## config.mk

```make
export PLATFORM = sky130hd
export DESIGN_NAME = fp_tag_unit
export DESIGN_NICKNAME = d
export VERILOG_FILES = /design/src/rtl/fptag_pkg.sv /design/src/rtl/fptag_classify.sv /design/src/rtl/fptag_store.sv /design/src/rtl/fp_tag_unit.sv
export SDC_FILE = /design/constraint.sdc
export NUM_CORES = 1
export LEC_CHECK = 0
export CAP_MARGIN = 20
export CORE_ASPECT_RATIO = 0.7
export CORE_UTILIZATION = 40
export DETAILED_ROUTE_END_ITERATION = 12
export DONT_BUFFER_PORTS = 1
export PLACE_DENSITY = 0.59
export SETUP_SLACK_MARGIN = 0.3
export SLEW_MARGIN = 15
export SYNTH_ARGS = -nofsm -noshare
export SYNTH_HDL_FRONTEND = slang
export SYNTH_SLANG_ARGS = --single-unit
export TNS_END_PERCENT = 20
```

## constraint.sdc

```tcl
create_clock -name clk -period 2.83 [get_ports clk]
set_input_delay 0.283 -clock clk [delete_from_list [all_inputs] [get_ports clk]]
set_output_delay 0.283 -clock clk [all_outputs]
set_load 0.02 [all_outputs]
```

## src/rtl/fptag_pkg.sv

```systemverilog
package fptag_pkg;
  typedef enum logic [1:0] {
    TAG_VALID   = 2'b00,
    TAG_ZERO    = 2'b01,
    TAG_SPECIAL = 2'b10,
    TAG_EMPTY   = 2'b11
  } tag_e;
  localparam int unsigned TAG_W = 2;
endpackage

```

## src/rtl/fptag_classify.sv

```systemverilog
module fptag_classify
  import fptag_pkg::*;
#(
  parameter int unsigned EXP_W = 15,
  parameter int unsigned SIG_W = 64
) (
  input  logic [EXP_W+SIG_W:0] value_i,
  output tag_e                 tag_o
);
  logic [EXP_W-1:0] exp_f;
  logic [SIG_W-1:0] sig_f;
  logic             exp_zero, exp_max, int_bit, sig_zero;

  assign exp_f    = value_i[EXP_W+SIG_W-1 -: EXP_W];
  assign sig_f    = value_i[SIG_W-1:0];
  assign exp_zero = (exp_f == '0);
  assign exp_max  = &exp_f;
  assign sig_zero = (sig_f == '0);
  assign int_bit  = sig_f[SIG_W-1];

  always_comb begin
    if (exp_zero)     tag_o = sig_zero ? TAG_ZERO : TAG_SPECIAL;
    else if (exp_max) tag_o = TAG_SPECIAL;
    else if (!int_bit) tag_o = TAG_SPECIAL;
    else              tag_o = TAG_VALID;
  end
endmodule

```

## src/rtl/fptag_store.sv

```systemverilog
module fptag_store
  import fptag_pkg::*;
#(
  parameter int unsigned NREGS = 8,
  localparam int unsigned IDX_W = $clog2(NREGS),
  localparam int unsigned WORD_W = NREGS * TAG_W
) (
  input  logic              clk,
  input  logic              rst_n,
  input  logic              init_i,
  input  logic              load_en_i,
  input  logic [WORD_W-1:0] load_word_i,
  input  logic              wr_en_i,
  input  logic [IDX_W-1:0]  wr_idx_i,
  input  tag_e              wr_tag_i,
  input  logic              free_en_i,
  input  logic [IDX_W-1:0]  free_idx_i,
  output logic [WORD_W-1:0] word_o
);
  for (genvar g = 0; g < NREGS; g++) begin : g_cell
    logic       hit_wr, hit_free, cell_en;
    logic [1:0] cell_d, cell_q;

    assign hit_wr   = wr_en_i   && (wr_idx_i   == IDX_W'(g));
    assign hit_free = free_en_i && (free_idx_i == IDX_W'(g));
    assign cell_en  = init_i | load_en_i | hit_wr | hit_free;

    always_comb begin
      if (init_i)         cell_d = TAG_EMPTY;
      else if (load_en_i) cell_d = load_word_i[g*TAG_W +: TAG_W];
      else if (hit_free)  cell_d = TAG_EMPTY;
      else if (hit_wr)    cell_d = wr_tag_i;
      else                cell_d = cell_q;
    end

    always_ff @(posedge clk or negedge rst_n) begin
      if (!rst_n)       cell_q <= TAG_EMPTY;
      else if (cell_en) cell_q <= cell_d;
    end

    assign word_o[g*TAG_W +: TAG_W] = cell_q;
  end
endmodule

```

## src/rtl/fp_tag_unit.sv

```systemverilog
module fp_tag_unit
  import fptag_pkg::*;
#(
  parameter int unsigned NREGS = 8,
  parameter int unsigned EXP_W = 15,
  parameter int unsigned SIG_W = 64,
  localparam int unsigned IDX_W  = $clog2(NREGS),
  localparam int unsigned WORD_W = NREGS * TAG_W,
  localparam int unsigned DATA_W = 1 + EXP_W + SIG_W
) (
  input  logic              clk,
  input  logic              rst_n,
  input  logic              init_i,
  input  logic              wr_en_i,
  input  logic [IDX_W-1:0]  wr_idx_i,
  input  logic [DATA_W-1:0] wr_data_i,
  input  logic              free_en_i,
  input  logic [IDX_W-1:0]  free_idx_i,
  input  logic              load_en_i,
  input  logic [WORD_W-1:0] load_word_i,
  output logic [WORD_W-1:0] tag_word_o
);
  tag_e wr_tag;

  fptag_classify #(.EXP_W(EXP_W), .SIG_W(SIG_W)) u_classify (
    .value_i (wr_data_i),
    .tag_o   (wr_tag)
  );

  fptag_store #(.NREGS(NREGS)) u_store (
    .clk         (clk),
    .rst_n       (rst_n),
    .init_i      (init_i),
    .load_en_i   (load_en_i),
    .load_word_i (load_word_i),
    .wr_en_i     (wr_en_i),
    .wr_idx_i    (wr_idx_i),
    .wr_tag_i    (wr_tag),
    .free_en_i   (free_en_i),
    .free_idx_i  (free_idx_i),
    .word_o      (tag_word_o)
  );
endmodule

```

==> key figures, run 1 <==
Run status
  – Status: completed

STA
  – TNS Setup: 0 ns
  – Fin Clk Skew: 0 ns
  – Worst Max-Slew Pin Slew: 0.770 ns
  – Setup slack after layout: 1.30 ns
  – Slew Limit Fails: 0
  – Slew margin rel.: 48.5%
  – Final period utilization: 53.9%
  – RSZ-0062 raised after global routing: false
  – Fin. Hold Viols: 0
  – Fmax: 655 MHz
  – Final min period: 1.53 ns
  – Final Setup Violations: 0

Place
  – Dpl cell area: 1270 um2
  – Placed cell count: 187
  – DP Worst Slack: 1.05 ns
  – GPL Wtd Cong: 0.810
  – Port Buf Inserts: 0
  – Placed wire-length estimate: 3.09 mm

CTS
  – Clock sink total: 16
  – Resized Gates After CTS: 0
  – Post-cts hold buffer count: 1
  – Max Buffers Root-to-Sink: 2
  – Clk_lat worst skew: 0.25 ns
  – Setup bufs post-CTS: 0
  – Root buf cell: clkbuf_8
  – Clk slew on worst S/H paths: 0.06 ns
  – H-Tree Depth: 1
  – Total CTS buffers: 3
  – CTS tree: done

Synth
  – Register area share after synthesis: 33.5%
  – Yosys warning total: 0
  – Top cells by area, synth: dfstp_2, nor2_1, nor4_1
  – Ys flop type: dfstp_2
  – Synth async-reset ratio: 100%
  – Post-synth top cells: nor2_1, nor4_1, dfstp_2, a31oi_1, nor3_1
  – Distinct cells, synth: 30
  – Count leader, synth: nor2_1
  – Number of synthesized flops with an enable pin: 0
  – Largest area contributor in the netlist: dfstp_2
  – Mean Syn Cell Area: 8.04 um2
  – Synthesized area: 1250 um2
  – Syn Nets: 264
  – Synthesized netlist cell count: 156
  – #FFs+latches synth: 16
  – Top cell type's share of synthesized area: 33.5%

Global routing
  – Total grt overflow: 0
  – Largest net degree at the start of global routing: 17
  – Vias in the first global route: 1,196
  – First-pass GRT wire length: 5.61 mm
  – Initial antenna violation count: 0
  – GRT Total Usage: 22.7%

Final layout
  – Ant diodes: 0
  – Largest regs: u_store.g_cell.cell_q: 16 flops
  – Storage element area: 420 um2
  – Share of layout cells above drive strength 1: 17.4%
  – Multi-input logic area: 802 um2
  – Fillers: 292
  – Post-Layout Cell Count: 191
  – # nets final: 265
  – Biggest register: u_store.g_cell.cell_q
  – Max reg flops: 16
  – Area Growth Syn to Fin: 5.49%
  – Final Cell Area: 1320 um2

Critical path
  – Worst reg-to-reg path cell count: 3
  – Crit end category: register
  – Setup crit start kind: primary input
  – Worst EP required: 3.01 ns
  – CP max-delay cell: nor4_4
  – Critical Path AT: 1.71 ns
  – Setup CP Type: in2reg
  – FF-to-FF setup slack: 1.73 ns
  – Critical R2R Launch: u_store.g_cell[5].cell_q[1]
  – CP cell instances: nor4_2 > nand4_1 > nor4_4 > nand2_2 > a21bo_1
  – Crit path max fanout: 12
  – Worst path max stage delay: 0.45 ns
  – R2r endpoint: u_store.g_cell[5].cell_q[1]

Floorplan
  – Die X: 68.9 um
  – Core area: 2880 um2
  – IO Count: 124
  – Std cell rows: 16
  – Die footprint: 3370 um2
  – Initial Util: 43.5%
  – Die extent in y: 48.8 um

Route
  – Wl on met1: 1.82 mm
  – Highest metal used: met4
  – Initial DRC count: 43
  – Wirelength per Cell: 19.7 um
  – Pre-antenna DRT Iters: 4
  – Remaining DRCs: 0
  – Via count: 1,265
  – Post-route ant nets: 0
  – WL met2: 1.61 mm
  – Final wirelength: 3.77 mm
  – Metal3 WL: 333 um
  – Vias per cell: 6.62

Power
  – Power Dens Cells: 397 nW/um2
  – Leak Pwr: 0.436 nW
  – VDD IR max: 0.214 mV

Hold path
  – Hold EP: u_store.g_cell[4].cell_q[0]
  – Hold path depth: 2
  – Min-Delay Path Class: in2reg
  – Hold Path Origin: load_word_i[8]

Flow run
  – Maxcap violations: 0
==> power by group <==
group / internal (W) / total, W / switching (W) / leakage [nW]
sequential: 0.000254 / 0.000279 / 0.0000257 / 0.169
combinational: 0.0000310 / 0.0000752 / 0.0000443 / 0.246
clock: 0.0000943 / 0.000171 / 0.0000769 / 0.0216
total: 0.000379 / 0.000526 / 0.000147 / 0.436
==> how the worst max path moves through the flow <==
stage | end | start | cells past startpoint
final | u_store.g_cell[7].cell_q[1] | wr_data_i[30] | 5
after global routing | u_store.g_cell[7].cell_q[1] | wr_data_i[22] | 5
after CTS | u_store.g_cell[3].cell_q[1] | wr_data_i[30] | 5
after detailed placement | u_store.g_cell[3].cell_q[1] | wr_data_i[30] | 5
after global placement | u_store.g_cell[7].cell_q[1] | wr_data_i[9] | 5
after floorplan | u_store.g_cell[7].cell_q[1] | wr_data_i[30] | 6
==> stage by stage <==
stage                     util (%)  total power (W)  hold slack [ns]
final                         45.9         0.000526            0.165
after floorplan                  -         0.000338            0.135
after global routing          45.9         0.000556            0.154
after global placement        44.1         0.000349            0.136
after CTS                     45.9         0.000534            0.161
after detailed placement      44.1         0.000353            0.136
==> cell type report <==
cell class / count / area share, %
multi-input combinational: 134 / 60.6
timing repair buffer: 1 / 0.757
inverter: 1 / 0.284
tap: 36 / 3.41
sequential: 16 / 31.8
clock buffer: 3 / 3.12
==> cell usage in the layout, fill, tap and decap left out, drive strengths merged, types with 2 or more instances in the layout <==
cell	Yosys	routed
o21ai	4	4
nand3	6	6
nand2b	5	5
a21o	5	5
clkbuf	3	3
nor4	23	23
a31oi	11	11
nand2	7	7
a21bo	3	3
o2bb2ai	3	3
nor3	8	8
o32ai	2	2
nand4	7	7
nor2b	2	2
nor2	31	31
a21oi	6	6
or2	3	3
dfstp	16	16
nand3b	4	4
==> cells by family (layout without fill, tap and decap cells) <==
family | count (synthesis) | after routing | share of synthesized area (%)
simple gates | 97 | 97 | 43.4
compound gates | 37 | 37 | 20.6
flops | 16 | 16 | 33.5
buf+inv | 6 | 5 | 2.49
==> per-layer routing <==
metal	track usage [%]	vias to the layer above
met3	7.01	2
met4	2.04	0
met2	31.4	54
met1	35.3	600
met5	0	-
li1	-	609
==> critical path, delay by kind of cell <==
family | cells | cell delay (ns)
simple gates | 4 | 1.18
compound gates | 1 | 0.24
Power figures use the tool's default switching activity.
==> run 2, diff against run 1 <==
--- a/config.mk
+++ b/config.mk
@@ -5,12 +5,13 @@
 export SDC_FILE = /design/constraint.sdc
 export NUM_CORES = 1
 export LEC_CHECK = 0
+export ABC_AREA = 1
 export CAP_MARGIN = 20
 export CORE_ASPECT_RATIO = 0.7
 export CORE_UTILIZATION = 40
 export DETAILED_ROUTE_END_ITERATION = 12
 export DONT_BUFFER_PORTS = 1
-export PLACE_DENSITY = 0.59
+export PLACE_DENSITY = 0.61
 export SETUP_SLACK_MARGIN = 0.3
 export SLEW_MARGIN = 15
 export SYNTH_ARGS = -nofsm -noshare
==> constraint.sdc (replaced) <==
create_clock -name clk -period 1.4 [get_ports clk]
set_input_delay 0.14 -clock clk [delete_from_list [all_inputs] [get_ports clk]]
set_output_delay 0.14 -clock clk [all_outputs]
set_load 0.02 [all_outputs]
==> run 2 against run 1 <==
Effect of this change: routed wire length is 4.5% higher; sequential share of layout area is 7.1 points lower; clock power is 100% higher; final cell count is 70% higher; utilization is 2.0 points higher; register-to-register slack worse by 1.2 ns; flip-flop and latch count stayed put; cell area is 29% higher; clock-buffer cell count stayed put; area after synthesis is 21% higher; largest cell class unchanged.
==> key figures, run 2 <==
Floorplan
  – Die extent in y: 53.5 um
  – Die footprint: 4040 um2
  – Initial Util: 42.5%
  – IO Count: 124
  – Core area: 3560 um2
  – Std cell rows: 18
  – Die X: 75.5 um

Route
  – Initial DRC count: 43
  – Post-route ant nets: 0
  – Vias per cell: 4.90
  – Final wirelength: 3.94 mm
  – Pre-antenna DRT Iters: 4
  – Via count: 1,589
  – Wirelength per Cell: 12.1 um
  – Remaining DRCs: 0

STA
  – TNS Setup: 0 ns
  – Worst Max-Slew Pin Slew: 0.732 ns
  – Fin Clk Skew: 0 ns
  – Fmax: 1010 MHz
  – Slew Limit Fails: 0
  – Final min period: 0.987 ns
  – Final Setup Violations: 0
  – Fin. Hold Viols: 0
  – Slew margin rel.: 51.0%
  – Final period utilization: 70.5%
  – RSZ-0062 raised after global routing: false

Critical path
  – Crit end category: primary output
  – Setup CP Type: reg2out
  – Crit path max fanout: 2
  – FF-to-FF setup slack: 0.53 ns
  – Setup crit start kind: register
  – Critical Path AT: 0.85 ns
  – Worst EP required: 1.26 ns

Place
  – Placed wire-length estimate: 3.05 mm
  – GPL Wtd Cong: 0.888
  – Port Buf Inserts: 0
  – Placed cell count: 317

Synth
  – Top cells by area, synth: dfstp_2, nor2_1, nand2_1
  – Synthesized netlist cell count: 272
  – Largest area contributor in the netlist: dfstp_2
  – Synthesized area: 1510 um2
  – Post-synth top cells: nor2_1, nand2_1, a21oi_1, inv_1, dfstp_2
  – Count leader, synth: nor2_1
  – Top cell type's share of synthesized area: 27.8%
  – Mean Syn Cell Area: 5.56 um2
  – Register area share after synthesis: 27.8%
  – Syn Nets: 380
  – Yosys warning total: 0
  – #FFs+latches synth: 16
  – Synth async-reset ratio: 100%
  – Number of synthesized flops with an enable pin: 0
  – Distinct cells, synth: 18
  – Ys flop type: dfstp_2

CTS
  – CTS tree: done
  – H-Tree Depth: 1
  – Max Buffers Root-to-Sink: 2
  – Clk slew on worst S/H paths: 0.06 ns
  – Total CTS buffers: 3
  – Clock sink total: 16
  – Root buf cell: clkbuf_8
  – Clk_lat worst skew: 0.25 ns

Global routing
  – Total grt overflow: 0
  – Largest net degree at the start of global routing: 27
  – First-pass GRT wire length: 6.08 mm
  – Initial antenna violation count: 0
  – Vias in the first global route: 1,459
  – GRT Total Usage: 20.3%

Final layout
  – # nets final: 384
  – Biggest register: u_store.g_cell.cell_q
  – Share of layout cells above drive strength 1: 18.2%
  – Most frequent cells in the layout: nor2_1, nand2_1, a21oi_1
  – Post-Layout Cell Count: 324
  – Max reg flops: 16
  – Layout Utilization: 47.9%
  – Area Growth Syn to Fin: 12.7%
  – Largest regs: u_store.g_cell.cell_q: 16 flops
  – Ant diodes: 0
  – Most common cell after layout, fill and taps aside: nor2_1

Power
  – Power Dens Cells: 705 nW/um2
  – VDD IR max: 0.376 mV
  – Leak Pwr: 0.771 nW

Flow run
  – Maxcap violations: 0

Run status
  – Status: completed

Hold path
  – Min-Delay Path Class: in2reg
[run 2: changes by cell type after synthesis, moves of 8 or more]
| cell | before | now |
|---|---|---|
| inv_1 | 1 | 32 |
| a21oi_1 | 6 | 35 |
| o21bai_1 | 0 | 8 |
| nor4_1 | 18 | 0 |
| a31oi_1 | 11 | 0 |
| nand2_1 | 6 | 65 |
| nor2_1 | 31 | 84 |
[run 2: layout make-up]
class / count / area, um2
inverters: 38 / 143
flip-flops and latches: 16 / 420
fillers: 419 / 1850
well taps: 50 / 62.6
clock buffers: 3 / 41.3
multi-input cells: 213 / 1000
repair buffers: 4 / 36.3
[run 2: path summary, 6_finish.rpt]
kind	cells after the start	endpoint	from
min in group asynchronous	1	u_store.g_cell[2].cell_q[1]	rst_n
hold / removal	2	u_store.g_cell[7].cell_q[0]	load_en_i
hold reg to reg	2	u_store.g_cell[3].cell_q[1]	u_store.g_cell[3].cell_q[1]
setup reg to reg	2	u_store.g_cell[3].cell_q[0]	u_store.g_cell[3].cell_q[0]
max in group asynchronous	1	u_store.g_cell[3].cell_q[0]	rst_n
setup / recovery	0	tag_word_o[14]	u_store.g_cell[7].cell_q[0]
[run 2: power by group]
part           total, W  internal (W)  switching, W  leakage, nW
clock network  0.000344      0.000191      0.000153       0.0216
logic          0.000228     0.0000982      0.000130        0.581
registers      0.000630      0.000545     0.0000856        0.169
total           0.00120      0.000834      0.000368        0.771
[run 2: logic make-up after synthesis]
family          Yosys count  synth area share, %
compound gates           46                 17.1
buf+inv                  43                 11.0
flops                    16                 27.8
simple gates            167                 44.1
[run 2: metrics by stage]
stage | area [um2] | setup slack [ns] | power (W) | hold WS, ns
2_1_floorplan | 1510 | 0.369 | 0.000823 | -0.00784
3_3_place_gp | 1550 | 0.176 | 0.000842 | -0.00686
3_5_place_dp | 1550 | 0.152 | 0.000845 | -0.00680
4_1_cts | 1600 | 0.397 | 0.00122 | 0.0270
5_1_grt | 1700 | 0.276 | 0.00128 | 0.0420
6_report | 1700 | 0.413 | 0.00120 | 0.0396
[run 2: what timing repair did]
item,4_1_cts,5_1_grt
hold endpoints to repair,16,0
resized for setup,0,26
buffers inserted,0,3
hold buffers,1,0
setup endpoints to repair,0,15
[run 2: metal layers]
metal  vias to the layer above  wire, um  track usage, %
met5                         -         0               0
met4                         0        25            5.25
met3                         4       285            6.29
met2                        61      1730            35.1
met1                       676      1900            24.4
li1                        848         -               -
==> run 3, diff against run 2 <==
==> constraint.sdc (replaced) <==
create_clock -name clk -period 0.8 [get_ports clk]
set_input_delay 0.08 -clock clk [delete_from_list [all_inputs] [get_ports clk]]
set_output_delay 0.08 -clock clk [all_outputs]
set_load 0.02 [all_outputs]
==> run 3 against run 2 <==
Effect of this change: the run now ends with negative hold slack, negative setup slack left; critical path type unchanged; clock skew is the same; critical path depth grew 1; combinational power grew to 3.1 times the previous value.
==> key figures, run 3 (same netlist as run 2, synthesis figures left out) <==
Global routing
  – Total grt overflow: 0
  – Vias in the first global route: 1,613
  – GRT Total Usage: 23.7%
  – Initial antenna violation count: 0
  – First-pass GRT wire length: 6.87 mm
  – Largest net degree at the start of global routing: 27

Final layout
  – Biggest register: u_store.g_cell.cell_q
  – Most frequent cells in the layout: nor2_1, nand2_1, a21oi_1
  – Most common cell after layout, fill and taps aside: nor2_1
  – Share of layout cells above drive strength 1: 26.0%
  – Ant diodes: 0
  – Fillers: 378
  – Storage element area: 420 um2
  – Post-Layout Cell Count: 354
  – Max reg flops: 16
  – Multi-input logic area: 1020 um2
  – Largest regs: u_store.g_cell.cell_q: 16 flops
  – Area Growth Syn to Fin: 33.3%
  – # nets final: 413

Place
  – Port Buf Inserts: 0
  – GPL Wtd Cong: 0.868
  – Placed cell count: 346
  – Placed wire-length estimate: 3.34 mm

Critical path
  – Crit path max-delay family: flip-flops
  – Critical Path AT: 0.92 ns
  – Crit end category: primary output
  – CP cell instances: buf_6
  – Crit path max fanout: 2
  – Worst path max stage delay: 0.55 ns
  – Setup crit start kind: register
  – Setup CP Type: reg2out
  – CP max-delay cell: dfstp_2
  – Worst path buffer plus inverter count: 1
  – Worst EP required: 0.72 ns
  – FF-to-FF setup slack: -0.06 ns

Power
  – VDD IR max: 1.17 mV
  – Leak Pwr: 0.945 nW
  – Total power: 0.00245 W
  – Power Dens Cells: 1220 nW/um2

Floorplan
  – Core area: 3560 um2
  – Die X: 75.5 um
  – IO Count: 124
  – Die extent in y: 53.5 um
  – Std cell rows: 18
  – Initial Util: 42.5%
  – Die footprint: 4040 um2

Run status
  – Status: finished, violations left
  – Violated checks: negative hold slack, negative setup slack

Route
  – Pre-antenna DRT Iters: 4
  – Vias per cell: 4.88
  – Post-route ant nets: 0
  – Wirelength per Cell: 12.3 um
  – Remaining DRCs: 0
  – Initial DRC count: 52
  – Final wirelength: 4.34 mm
  – Via count: 1,726

STA
  – Final period utilization: 126%
  – RSZ-0062 raised after global routing: true
  – Final min period: 1.00 ns
  – Fin Clk Skew: 0 ns
  – Setup slack after layout: -0.205 ns
  – Final Setup Violations: 32
  – Fin. Hold Viols: 24
  – WHS: -0.344 ns
  – Slew Limit Fails: 0
  – Slew margin rel.: 61.8%
  – Fmax: 995 MHz
  – Worst Max-Slew Pin Slew: 0.563 ns

CTS
  – Root buf cell: clkbuf_8
  – Clk slew on worst S/H paths: 0.07 ns
  – Clk_lat worst skew: 0.26 ns
  – Clock sink total: 16
  – CTS tree: done
  – H-Tree Depth: 1
  – Max Buffers Root-to-Sink: 2
  – Total CTS buffers: 3

Hold path
  – Min-Delay Path Class: in2async

Flow run
  – Maxcap violations: 0
[run 3: cell count changes in the layout (fill, tap and decap cells not counted), sizes merged]
cell / change
clkbuf: +1
dlygate4sd3: -1
buf: +30
[run 3: timing repair]
item,4_1_cts,5_1_grt
resized for setup,18,26
endpoints found under the setup margin,32,32
pin swaps,1,18
endpoints found under the hold margin,24,22
buffers inserted,1,3
gates cloned,0,0
[run 3: area by class of cell]
class                      count  area share (%)
inverter                      38            7.08
multi-input combinational    213            50.8
clock buffer                   4            2.73
timing repair buffer          33            15.5
sequential                    16            20.9
tap                           50            3.10
[run 3: path summary, 6_finish.rpt]
path	from	endpoint	cells after the start
max in group asynchronous	rst_n	u_store.g_cell[7].cell_q[0]	0
min reg2reg	u_store.g_cell[3].cell_q[1]	u_store.g_cell[3].cell_q[1]	2
max	u_store.g_cell[7].cell_q[1]	tag_word_o[15]	1
max reg2reg	u_store.g_cell[2].cell_q[1]	u_store.g_cell[2].cell_q[1]	3
min	rst_n	u_store.g_cell[0].cell_q[1]	0
min in group clk	load_en_i	u_store.g_cell[2].cell_q[0]	2
[run 3: worst reg2reg max path, stage by stage (launching register included)]
cell and delay [ns]:
dfstp_2 0.55, buf_4 0.10, nor2_1 0.03, a21oi_1 0.11
[run 3: through the flow]
stage,hold slack [ns],utilization [%],worst slack [ns],setup TNS [ns],area [um2]
4_1_cts,-0.349,53.5,-0.205,-4.37,1900
2_1_floorplan,-0.0678,-,-0.152,-2.16,1520
3_3_place_gp,-0.0666,49.9,-0.454,-6.79,1770
5_1_grt,-0.358,56.6,-0.297,-6.45,2020
6_report,-0.344,56.6,-0.205,-4.69,2020
3_5_place_dp,-0.0667,49.9,-0.477,-6.82,1770
[run 3: power breakdown]
group | internal (W) | total (W) | switching [W]
Combinational | 0.000349 | 0.000697 | 0.000348
Clock | 0.000438 | 0.000750 | 0.000312
Sequential | 0.000947 | 0.00100 | 0.0000576
Total | 0.00173 | 0.00245 | 0.000718
[run 3: per-layer routing]
layer  track usage (%)  routed length [um]  up-vias  share of wire [%]
met4              5.86                  39        0               0.90
met5                 0                   0        -                  0
met3              5.71                 288        5                6.6
met2              41.4                2010       65                 46
met1              29.4                2000      747                 46
li1                  -                   -      909                  -
